## config.mk

```make
export PLATFORM = sky130hd
export DESIGN_NAME = sflash_cmd_ctrl
export DESIGN_NICKNAME = d
export VERILOG_FILES = /design/src/rtl/sflash_pkg.sv /design/src/rtl/sflash_bit_engine.sv /design/src/rtl/sflash_page_buf.sv /design/src/rtl/sflash_req_arb.sv /design/src/rtl/sflash_cmd_ctrl.sv
export SDC_FILE = /design/constraint.sdc
export NUM_CORES = 2
export LEC_CHECK = 0
export BUFFER_PORTS_ARGS = -buffer_cell sky130_fd_sc_hd__buf_4
export CORE_MARGIN = 3
export CORE_UTILIZATION = 47
export CTS_CLUSTER_SIZE = 30
export DETAILED_ROUTE_END_ITERATION = 10
export HOLD_SLACK_MARGIN = 0.05
export PLACE_DENSITY = 0.59
export SETUP_SLACK_MARGIN = 0.3
export SYNTH_ARGS = -nofsm -noshare
export SYNTH_HDL_FRONTEND = slang
export SYNTH_HIERARCHICAL = 1
export SYNTH_SLANG_ARGS = --single-unit
```

## constraint.sdc

```tcl
create_clock -name clk -period 4.05 [get_ports clk]
set_clock_uncertainty 0.15 [all_clocks]
set_input_delay 0.2025 -clock clk [delete_from_list [all_inputs] [get_ports clk]]
set_output_delay 0.2025 -clock clk [all_outputs]
set_load 0.01 [all_outputs]
```

## src/rtl/sflash_pkg.sv

```systemverilog
package sflash_pkg;

    localparam logic [7:0] OPC_RDID  = 8'hAB;
    localparam logic [7:0] OPC_RDSR  = 8'h05;
    localparam logic [7:0] OPC_WREN  = 8'h06;
    localparam logic [7:0] OPC_WRSR  = 8'h01;
    localparam logic [7:0] OPC_ERASE = 8'hD8;
    localparam logic [7:0] OPC_PROG  = 8'h02;

    localparam int unsigned SID_DUMMY = 3;

    typedef enum logic [2:0] {
        OP_SID,
        OP_STATUS,
        OP_ERASE,
        OP_PROTECT,
        OP_WRITE
    } op_e;

    typedef enum logic [1:0] {
        FR_WREN,
        FR_MAIN,
        FR_POLL
    } frame_e;

    typedef enum logic [1:0] {
        ST_IDLE,
        ST_START,
        ST_XFER,
        ST_GAP
    } state_e;

    typedef struct packed {
        op_e         op;
        logic [31:0] addr;
        logic [7:0]  data;
        logic [15:0] nbytes;
    } cmd_t;

    function automatic logic alters_flash(op_e op);
        return (op == OP_ERASE) || (op == OP_PROTECT) || (op == OP_WRITE);
    endfunction

    function automatic logic [7:0] opcode_of(op_e op);
        case (op)
            OP_SID:     return OPC_RDID;
            OP_STATUS:  return OPC_RDSR;
            OP_ERASE:   return OPC_ERASE;
            OP_PROTECT: return OPC_WRSR;
            OP_WRITE:   return OPC_PROG;
            default:    return 8'h00;
        endcase
    endfunction

    function automatic logic [15:0] frame_len(frame_e fr, op_e op,
                                              int unsigned addr_bytes,
                                              logic [15:0] nbytes);
        case (fr)
            FR_WREN: return 16'd1;
            FR_POLL: return 16'd2;
            default: begin
                case (op)
                    OP_SID:     return 16'(2 + SID_DUMMY);
                    OP_STATUS:  return 16'd2;
                    OP_PROTECT: return 16'd2;
                    OP_ERASE:   return 16'(1 + addr_bytes);
                    default:    return 16'(1 + addr_bytes) + nbytes;
                endcase
            end
        endcase
    endfunction

endpackage

```

## src/rtl/sflash_bit_engine.sv

```systemverilog
module sflash_bit_engine (
    input  logic       clk,
    input  logic       rst,
    input  logic       start,
    input  logic [7:0] tx_byte,
    input  logic       miso,
    output logic       sck,
    output logic       mosi,
    output logic       done,
    output logic [7:0] rx_byte
);
    logic       active;
    logic [2:0] bit_cnt;
    logic [7:0] sreg;

    assign mosi = sreg[7];

    always_ff @(posedge clk) begin
        if (rst) begin
            active  <= 1'b0;
            sck     <= 1'b0;
            done    <= 1'b0;
            bit_cnt <= '0;
            sreg    <= '0;
            rx_byte <= '0;
        end else begin
            done <= 1'b0;
            if (!active) begin
                if (start) begin
                    active  <= 1'b1;
                    sreg    <= tx_byte;
                    bit_cnt <= '0;
                end
            end else if (!sck) begin
                sck     <= 1'b1;
                rx_byte <= {rx_byte[6:0], miso};
            end else begin
                sck <= 1'b0;
                if (bit_cnt == 3'd7) begin
                    active <= 1'b0;
                    done   <= 1'b1;
                end else begin
                    bit_cnt <= bit_cnt + 3'd1;
                    sreg    <= {sreg[6:0], 1'b0};
                end
            end
        end
    end
endmodule

```

## src/rtl/sflash_page_buf.sv

```systemverilog
module sflash_page_buf #(
    parameter int unsigned DEPTH = 256,
    localparam int unsigned AW   = $clog2(DEPTH)
) (
    input  logic          clk,
    input  logic          rst,
    input  logic          wr_en,
    input  logic [7:0]    wr_data,
    input  logic          clr,
    input  logic [AW-1:0] rd_idx,
    output logic [7:0]    rd_data,
    output logic [AW:0]   count
);
    logic [7:0]    mem [DEPTH];
    logic [AW-1:0] wr_ptr;

    assign rd_data = mem[rd_idx];

    always_ff @(posedge clk) begin
        if (wr_en) begin
            mem[wr_ptr] <= wr_data;
        end
    end

    always_ff @(posedge clk) begin
        if (rst || clr) begin
            wr_ptr <= '0;
            count  <= '0;
        end else if (wr_en) begin
            wr_ptr <= (32'(wr_ptr) == DEPTH - 1) ? '0 : wr_ptr + 1'b1;
            if (32'(count) != DEPTH) begin
                count <= count + 1'b1;
            end
        end
    end
endmodule

```

## src/rtl/sflash_req_arb.sv

```systemverilog
module sflash_req_arb
    import sflash_pkg::*;
(
    input  logic clk,
    input  logic rst,
    input  logic idle,
    input  logic req_sid,
    input  logic req_status,
    input  logic req_erase,
    input  logic req_protect,
    input  logic req_write,
    input  logic shift_en,
    input  logic buf_has_data,
    output logic accept,
    output op_e  op,
    output logic load
);
    logic [1:0] holdoff;
    logic       ready;

    always_ff @(posedge clk) begin
        if (rst) begin
            holdoff <= 2'd2;
        end else if (holdoff != 2'd0) begin
            holdoff <= holdoff - 2'd1;
        end
    end

    assign ready = idle && (holdoff == 2'd0);
    assign load  = ready && req_write && shift_en;

    always_comb begin
        accept = ready;
        op     = OP_SID;
        if (req_sid) begin
            op = OP_SID;
        end else if (req_status) begin
            op = OP_STATUS;
        end else if (req_erase) begin
            op = OP_ERASE;
        end else if (req_protect) begin
            op = OP_PROTECT;
        end else if (req_write && !shift_en && buf_has_data) begin
            op = OP_WRITE;
        end else begin
            accept = 1'b0;
        end
    end
endmodule

```

## src/rtl/sflash_cmd_ctrl.sv

```systemverilog
module sflash_cmd_ctrl
    import sflash_pkg::*;
#(
    parameter int unsigned ADDR_W     = 24,
    parameter int unsigned PAGE_BYTES = 256
) (
    input  logic              clk,
    input  logic              rst,
    input  logic              req_sid,
    input  logic              req_status,
    input  logic              req_erase,
    input  logic              req_protect,
    input  logic              req_write,
    input  logic              shift_en,
    input  logic [ADDR_W-1:0] addr,
    input  logic [7:0]        din,
    output logic [7:0]        id_out,
    output logic [7:0]        status_out,
    output logic              busy,
    output logic              spi_sck,
    output logic              spi_cs_n,
    output logic              spi_mosi,
    input  logic              spi_miso
);
    localparam int unsigned ADDR_BYTES = ADDR_W / 8;
    localparam int unsigned HDR_BYTES  = 1 + ADDR_BYTES;
    localparam int unsigned PAGE_AW    = $clog2(PAGE_BYTES);

    state_e            state;
    frame_e            frame;
    cmd_t              cmd;
    logic [15:0]       idx;
    logic [15:0]       len;
    logic              accept;
    op_e               req_op;
    logic              load;
    logic              eng_done;
    logic [7:0]        eng_rx;
    logic [7:0]        tx_byte;
    logic [7:0]        buf_rd;
    logic [PAGE_AW:0]  buf_count;
    logic [PAGE_AW-1:0] rd_idx;
    logic [1:0]        apos;
    logic [31:0]       sh_addr;
    logic              launch_write;

    assign busy         = (state != ST_IDLE);
    assign launch_write = accept && (req_op == OP_WRITE);

    sflash_req_arb u_arb (
        .clk          (clk),
        .rst          (rst),
        .idle         (state == ST_IDLE),
        .req_sid      (req_sid),
        .req_status   (req_status),
        .req_erase    (req_erase),
        .req_protect  (req_protect),
        .req_write    (req_write),
        .shift_en     (shift_en),
        .buf_has_data (buf_count != '0),
        .accept       (accept),
        .op           (req_op),
        .load         (load)
    );

    sflash_page_buf #(.DEPTH(PAGE_BYTES)) u_buf (
        .clk     (clk),
        .rst     (rst),
        .wr_en   (load),
        .wr_data (din),
        .clr     (launch_write),
        .rd_idx  (rd_idx),
        .rd_data (buf_rd),
        .count   (buf_count)
    );

    sflash_bit_engine u_eng (
        .clk     (clk),
        .rst     (rst),
        .start   (state == ST_START),
        .tx_byte (tx_byte),
        .miso    (spi_miso),
        .sck     (spi_sck),
        .mosi    (spi_mosi),
        .done    (eng_done),
        .rx_byte (eng_rx)
    );

    assign len     = frame_len(frame, cmd.op, ADDR_BYTES, cmd.nbytes);
    assign rd_idx  = idx[PAGE_AW-1:0] - PAGE_AW'(HDR_BYTES);
    assign apos    = 2'(ADDR_BYTES) - idx[1:0];
    assign sh_addr = cmd.addr >> {apos, 3'b000};

    always_comb begin
        tx_byte = 8'h00;
        case (frame)
            FR_WREN: tx_byte = OPC_WREN;
            FR_POLL: tx_byte = (idx == 16'd0) ? OPC_RDSR : 8'h00;
            default: begin
                if (idx == 16'd0) begin
                    tx_byte = opcode_of(cmd.op);
                end else begin
                    case (cmd.op)
                        OP_PROTECT: tx_byte = cmd.data;
                        OP_ERASE, OP_WRITE:
                            tx_byte = (idx <= 16'(ADDR_BYTES)) ? sh_addr[7:0] : buf_rd;
                        default: tx_byte = 8'h00;
                    endcase
                end
            end
        endcase
    end

    always_ff @(posedge clk) begin
        if (rst) begin
            state      <= ST_IDLE;
            frame      <= FR_MAIN;
            cmd        <= '0;
            idx        <= '0;
            spi_cs_n   <= 1'b1;
            id_out     <= '0;
            status_out <= '0;
        end else begin
            case (state)
                ST_IDLE: begin
                    if (accept) begin
                        cmd.op     <= req_op;
                        cmd.addr   <= 32'(addr);
                        cmd.data   <= din;
                        cmd.nbytes <= 16'(buf_count);
                        frame      <= alters_flash(req_op) ? FR_WREN : FR_MAIN;
                        idx        <= '0;
                        state      <= ST_START;
                    end
                end
                ST_START: begin
                    spi_cs_n <= 1'b0;
                    state    <= ST_XFER;
                end
                ST_XFER: begin
                    if (eng_done) begin
                        if (idx == len - 16'd1) begin
                            spi_cs_n <= 1'b1;
                            idx      <= '0;
                            case (frame)
                                FR_WREN: begin
                                    frame <= FR_MAIN;
                                    state <= ST_GAP;
                                end
                                FR_MAIN: begin
                                    if (cmd.op == OP_SID) id_out <= eng_rx;
                                    if (cmd.op == OP_STATUS) status_out <= eng_rx;
                                    if (alters_flash(cmd.op)) begin
                                        frame <= FR_POLL;
                                        state <= ST_GAP;
                                    end else begin
                                        state <= ST_IDLE;
                                    end
                                end
                                default: begin
                                    state <= eng_rx[0] ? ST_GAP : ST_IDLE;
                                end
                            endcase
                        end else begin
                            idx   <= idx + 16'd1;
                            state <= ST_START;
                        end
                    end
                end
                default: state <= ST_START;
            endcase
        end
    end
endmodule

```

After elaboration in Yosys (flattened, before gate mapping) --
Memories as Yosys holds them, arrays and structs flattened. Index checks and enable logic that the tools add are counted.
Operators by class: order comparisons 1, bitwise logic cells 2, div/mod/pow operators 0, multiply operators 0, mux-type cells 56, shifts and indexed selects 1, reductions and logical operators 36, eq/ne operators 22, add/subtract/negate cells 9
Operators by type and width (number):
- two-way mux 8 bit | 7
- two-way mux 16 bit | 3
- case mux 8 bit (5 select lines) | 1
- case mux 16 bit (2 select lines) | 1
- case mux 8 bit (2 select lines) | 2
- two-way mux 3 bit | 10
- case mux 10 bit (3 select lines) | 1
- right shift 24 x 5 -> 8 bit | 1
- case mux 10 bit (2 select lines) | 1
- two-way mux 2 bit | 9
- adder 16 x 1 -> 16 bit (second input constant) | 1
- == test 16 bit | 1
- less-or-equal comparator 16 x 2 -> 1 bit (second input constant) | 1
- logical NOT 16 bit | 1
- two-way mux 1 bit | 16
- subtractor 16 x 1 -> 16 bit (second input constant) | 1
- == test 3 x 2 -> 1 bit (second input constant) | 4
- case mux 2 bit (2 select lines) | 3
- adder 3 x 9 -> 10 bit (first input constant) | 1
- AND reduction 5 bit | 2
- nonzero test 2 bit | 5
- adder 9 x 1 -> 9 bit (second input constant) | 1
- == test 3 bit (second input constant) | 3
- inequality test 9 bit (second input constant) | 1
- other kinds (27) | 50
Word-level totals: bits of input ports 41, bits in latches 0, memory bits (writable) 2048, memories 1, output and inout port bits 20, ROM bits 0, flip-flop bits (word level) 122
Memory list:
- u_buf.mem | words 256, bits a word 8, read ports 1, clocked after Yosys merged registers in 0, wr ports 1, RTL line sflash_page_buf.sv:14 | logic [7:0] mem [DEPTH];

Longest topological paths before layout --
depth after elaboration 14, gate-level depth with buffers 19, gate-level depth less buffers 17

Hierarchy --
The synthesis kept the hierarchy.
Modules (own cells, without submodules):
- sflash_page_buf | area each 80165.6 um2, cells an instance 3841, sequential area each 61839.3 um2, times used 1
- sflash_cmd_ctrl | area each 4916.0 um2, cells an instance 670, sequential area each 1621.6 um2, times used 1
- sflash_bit_engine | area each 949.7 um2, cells an instance 100, sequential area each 440.4 um2, times used 1
- sflash_req_arb | area each 181.4 um2, cells an instance 22, sequential area each 40.0 um2, times used 1

Worst setup path after synthesis --
Ideal clock, no wire load.
path type reg2reg, start point register cmd[58] (netlist bit), end point register id_out[1], path buffers 3, library setup time 0.132 ns, cell stages (with the launch flop) 16, arrival time 3.372 ns, slack 0.395 ns, period minus slack after synthesis 3.655 ns, path through dfxtp_1 clkbuf_1 or3_1 a31oi_1 inv_1 ha_1 inv_1 a31oi_2 nor4b_1 o31a_1 a2111o_1 or4_1 buf_6 buf_6 o31ai_2 a21oi_1
Between the ends: cells in the longest elaborated chain, start to end 7, elaborated cells between the ends (all ways) 10
RTL lines:
- start, declared | RTL line sflash_cmd_ctrl.sv:31 | cmd_t cmd;
- == test 3 x 1 -> 1 bit / == test 3 x 2 -> 1 bit (equally long branches) | RTL line sflash_pkg.sv:62 | case (op)
- OR reduction 2 bit (no source line)
- case mux 10 bit (3 select lines) | RTL line sflash_pkg.sv:62
- case mux 10 bit (2 select lines) | RTL line sflash_pkg.sv:58 | case (fr)
- subtractor 16 x 1 -> 16 bit | RTL line sflash_cmd_ctrl.sv:142 | if (idx == len - 16'd1) begin
- == test 16 bit | RTL line sflash_cmd_ctrl.sv:142
- AND reduction 5 bit (no source line) (*)
- end signal, assigned | RTL line sflash_cmd_ctrl.sv:151 | if (cmd.op == OP_SID) id_out <= eng_rx;
- end, declared | RTL line sflash_cmd_ctrl.sv:17 | output logic [7:0] id_out,
Mark *: on every way between the ends. The rest lies on a longest branch, timed or not. A chain may end at the register's enable or synchronous reset.

Final worst setup path --
start point register idx[0], end point register u_eng.sreg[2]
Between the ends: cells in the longest elaborated chain, start to end 8, elaborated cells between the ends (all ways) 13
RTL lines:
- start, declared | RTL line sflash_cmd_ctrl.sv:32 | logic [15:0] idx;
- start signal, assigned | RTL line sflash_cmd_ctrl.sv:165 | idx <= idx + 16'd1;
- subtractor 8 x 3 -> 8 bit | RTL line sflash_cmd_ctrl.sv:90 | assign rd_idx = idx[PAGE_AW-1:0] - PAGE_AW'(HDR_BYTES);
- memory read (256 x 8 bit)
- net buf_rd[2] | RTL line sflash_cmd_ctrl.sv:40 | logic [7:0] buf_rd;
- two-way mux 8 bit | RTL line sflash_cmd_ctrl.sv:106 | tx_byte = (idx <= 16'(ADDR_BYTES)) ? sh_addr[7:0] : buf_rd;
- case mux 8 bit (2 select lines) | RTL line sflash_cmd_ctrl.sv:103 | case (cmd.op)
- two-way mux 8 bit | RTL line sflash_cmd_ctrl.sv:100 | if (idx == 16'd0) begin
- case mux 8 bit (2 select lines) | RTL line sflash_cmd_ctrl.sv:96 | case (frame)
- net tx_byte[2] | RTL line sflash_cmd_ctrl.sv:39 | logic [7:0] tx_byte;
- two-way mux 8 bit | RTL line sflash_bit_engine.sv:29 | if (start) begin
- two-way mux 8 bit | RTL line sflash_bit_engine.sv:28 | if (!active) begin
- end signal, assigned | RTL line sflash_bit_engine.sv:31 | sreg <= tx_byte;
- end signal, assigned | RTL line sflash_bit_engine.sv:44 | sreg <= {sreg[6:0], 1'b0};
- end, declared | RTL line sflash_bit_engine.sv:14 | logic [7:0] sreg;
The timed path passes the listed nets, and every way through them passes these cells. The select of a mux whose other input is x is not followed.

==> summary.txt <==
Floorplan
  – Die Span X: 434 um
  – I/O pin count: 61
  – Starting Density: 47.5%
  – Die footprint: 189000 sq um
  – Die Height: 434 um
  – Core Area: 182000 sq um
  – FP Rows: 156

Final layout
  – Layout overhead on the synthesized area: 21.7%
  – Post-route cell area: 105000 sq um
  – Nets: 5553
  – FILL cells: 13470
  – Share of cells above drive strength 1: 32.6%

Global route
  – Pin count of the biggest net entering global routing: 153
  – First-pass GRT wire length: 335000 um
  – GR Util All Layers: 24.4%
  – Initial antenna violation count: 1
  – Vias in the first global route: 47529
  – GR Overflow Total: 0

Yosys
  – Top FF cell, synth: edfxtp_1
  – Top post-synthesis cells by area: edfxtp_1 71%, mux4_2 11%, dfxtp_1 2.8%
  – Post-synthesis async set-or-reset flop share: 0%
  – Synth unique cells: 90
  – Post-synthesis net count: 4693
  – Mapped Area: 86200 sq um
  – Synth Instances: 4633
  – Mapped Avg Cell Area: 18.6 sq um
  – Sequential area share after synthesis: 74.2%
  – Post-synth EDFFs: 2048
  – Post-synth top area share: 71.3%
  – Synth area leader: edfxtp_1
  – Yosys warning total: 6
  – Yosys reg bits: 2170

Critical path
  – Delay-heaviest family, CP: compound AO/OA/AOI/OAI gates
  – CP max stage cell: mux4_2
  – Crit Path Category: flop to flop
  – Flop-to-flop setup slack: 0.18 ns
  – CP Cell Sequence: buf_12, buf_12, buf_4, mux4_2, a22o_1, a221oi_4, o22ai_2, buf_4, nor3_4, nor4_4, o21ai_1, nor4_2, a31oi_1, a22oi_1, mux2i_1, a211oi_2
  – Startpoint Class: flop
  – Worst path bufs/invs: 4
  – Critical Path AT: 4.43 ns
  – Crit-path max cell delay: 0.52 ns
  – Crit end category: flop
  – Stages on worst setup path: 16
  – CP Capture Point: u_eng/sreg[2]
  – RR Endpoint: u_eng/sreg[2]
  – Max FO, Critical Path: 7
  – Crit path launch: idx[0]
  – R2r worst-path depth: 16
  – Req. time, crit path: 4.62 ns
  – Worst r2r src: idx[0]

Power
  – Clock share of power: 42.2%
  – Combinational share of power: 4.2%
  – Pleak: 0.0333 uW
  – NetSw: 9830 uW
  – Sequential Power Share: 53.6%
  – Net Sw Frac: 21.3%
  – Max VDD drop: 0.371 mV
  – P_int: 36300 uW
  – Power Dens Cells: 440 nW/um^2

Timing
  – RSZ-0062 raised after global routing: true
  – Highest clock rate: 0.259 GHz
  – Worst slew margin: 18.9%
  – # setup viols final: 0
  – Slew @ Worst Pin: 1.21 ns
  – Fin Hold WS: 0.203 ns
  – Hold Fails Final Rpt: 0
  – Tmin final: 3.87 ns
  – Final Slew Violations: 0
  – Final period util: 95.4%

Detailed routing
  – # DRC: 0
  – Final wirelength: 231000 um
  – DR pass1 iterations: 5
  – Post-route ant nets: 0
  – Drt wl/cell: 28.7 um
  – Initial DRC Count: 5330
  – Post-DR vias/cell: 6.02
  – Routed vias: 48469

Placement
  – Placed cell areas: 93900 sq um
  – RePlAce Congestion: 0.887
  – Post-DP HPWL: 148000 um
  – Port Buffers: 60

Min path
  – Tightest Hold Check Type: primary input to flop

Clocking
  – CTS buffer count: 213
  – CTS tree: yes
  – Sink Count: 2170
  – Worst-Skew Late Latency: 0.86 ns
  – Root Driver: clkbuf_16
  – Worst-path clk slew: 0.07 ns
  – Maximum root-to-sink buffer count: 3
  – H-tree Lvls: 4

Run
  – Max cap viols: 0

Status
  – Outcome: finished, final reports clean
cells in the mapped netlist, drive strengths merged (41+ instances only):
library cell	n
a21oi	183
a22oi	147
buf	142
clkbuf	154
dfxtp	122
edfxtp	2048
mux2i	165
mux4	438
nand2	225
nand3	46
nor2	340
nor3	54
o221ai	41
cells in the final DEF, fill, tap and decap left out, types with 14 or more instances in the layout:
cell,instances
a31oi_1,16
buf_12,82
mux4_2,436
buf_6,27
dlygate4sd3_1,100
nand2b_1,14
nand2_1,223
a22oi_2,48
ha_1,17
mux2i_1,161
o31ai_1,15
clkbuf_1,32
buf_4,694
clkbuf_16,221
clkinv_1,56
a22o_1,20
o211ai_1,22
xnor2_1,18
a211oi_1,14
dfxtp_1,116
buf_8,14
nor2b_1,16
nand4_1,30
a21oi_2,30
clkinv_2,54
o21ai_0,21
edfxtp_1,2048
o221ai_1,29
nand3_1,45
bufinv_16,15
buf_16,16
a21oi_1,147
a22oi_1,99
o22ai_1,33
inv_1,28
nor3_1,43
nor2_1,331
state kept, by name, summed over array words and instances, names as in the netlist:
signal         flops
u_buf/mem       2048
cmd               44
idx               16
u_buf/count        9
id_out             8
status_out         8
u_buf/wr_ptr       8
u_eng/rx_byte      8
u_eng/sreg         8
u_eng/bit_cnt      3
frame              2
state              2
u_arb/holdoff      2
spi_cs_n           1
u_eng/active       1
u_eng/done         1
u_eng/sck          1
worst min-delay path by stage:
stage                        from  cells after the start  slack (ns)                to
final                         rst                      3        0.20  u_arb/holdoff[0]
after detailed placement  cmd[44]                      2        0.30           cmd[44]
after floorplan               rst                      1        0.12     u_eng/sreg[7]
after global placement    cmd[43]                      2        0.29           cmd[43]
after CTS                     rst                      3        0.13  u_arb/holdoff[0]
after global routing          rst                      3        0.19  u_arb/holdoff[0]
area by class of cell:
cell class                 count  area (sq um)  share of cell area, %
sequential                  2170         64000                   61.0
inverter                      34           138                  0.131
tap                         2370          2970                   2.83
antenna                        2          5.00                0.00477
clock buffer                 261          5690                   5.43
clock inverter               142          1260                   1.20
multi-input combinational   2133         21900                   20.8
timing repair buffer         941          9040                   8.62
routing by layer:
layer | global-route usage [%] | up-vias | part of all wire (%)
met4 | 5.94 | 0 | 2.4
li1 | - | 20655 | -
met1 | 36.6 | 25484 | 44
met2 | 37.6 | 2018 | 46
met5 | 0 | - | 0
met3 | 4.20 | 312 | 7.6
worst register-to-register path, cell delays in order, from the launching register on:
cell	delay [ns]
dfxtp_4	0.44
buf_12	0.22
buf_12	0.19
buf_4	0.18
mux4_2	0.52
a22o_1	0.28
a221oi_4	0.29
o22ai_2	0.17
buf_4	0.17
nor3_4	0.23
nor4_4	0.12
o21ai_1	0.16
nor4_2	0.07
a31oi_1	0.14
a22oi_1	0.11
mux2i_1	0.19
a211oi_2	0.09
through the flow:
step | total power (uW) | setup slack, ns | utilization (%) | instances | TNS [ns]
3_3_place_gp | 26900 | -0.605 | 51.7 | 7433 | -2.64
2_1_floorplan | 26100 | 0.395 | - | 4633 | 0
5_1_grt | 47600 | 0.0775 | 57.8 | 8051 | 0
3_5_place_dp | 26900 | -0.659 | 51.7 | 7433 | -2.72
4_1_cts | 46400 | 0.126 | 57.2 | 8014 | 0
6_report | 46200 | 0.184 | 57.8 | 8053 | 0
timing repair:
| item | in CTS | in global routing |
|---|---|---|
| hold buffers | 100 | 0 |
| cloned | 8 | 4 |
| endpoints found under the setup margin | 31 | 47 |
| hold endpoints to repair | 1081 | 0 |
| resized for setup | 196 | 135 |
| setup buffers | 70 | 33 |
| pin swaps | 42 | 82 |
kinds of logic after synthesis:
logic type,Yosys count,synth area share (%)
fa+ha+maj,19,0.276
flops,2170,74.2
mux,609,13.5
simple gates,842,4.49
xor+xnor,36,0.366
buf+inv,330,2.17
compound gates,627,5.08
power groups by stage:
stage / logic (uW) / clock network (uW) / registers (uW)
2_1_floorplan: 892 / 0 / 25200
3_3_place_gp: 1630 / 0 / 25200
3_5_place_dp: 1670 / 0 / 25200
4_1_cts: 1870 / 19800 / 24700
5_1_grt: 2090 / 20800 / 24700
6_report: 1940 / 19500 / 24700
No activity file was read; power rests on OpenSTA's default activity.
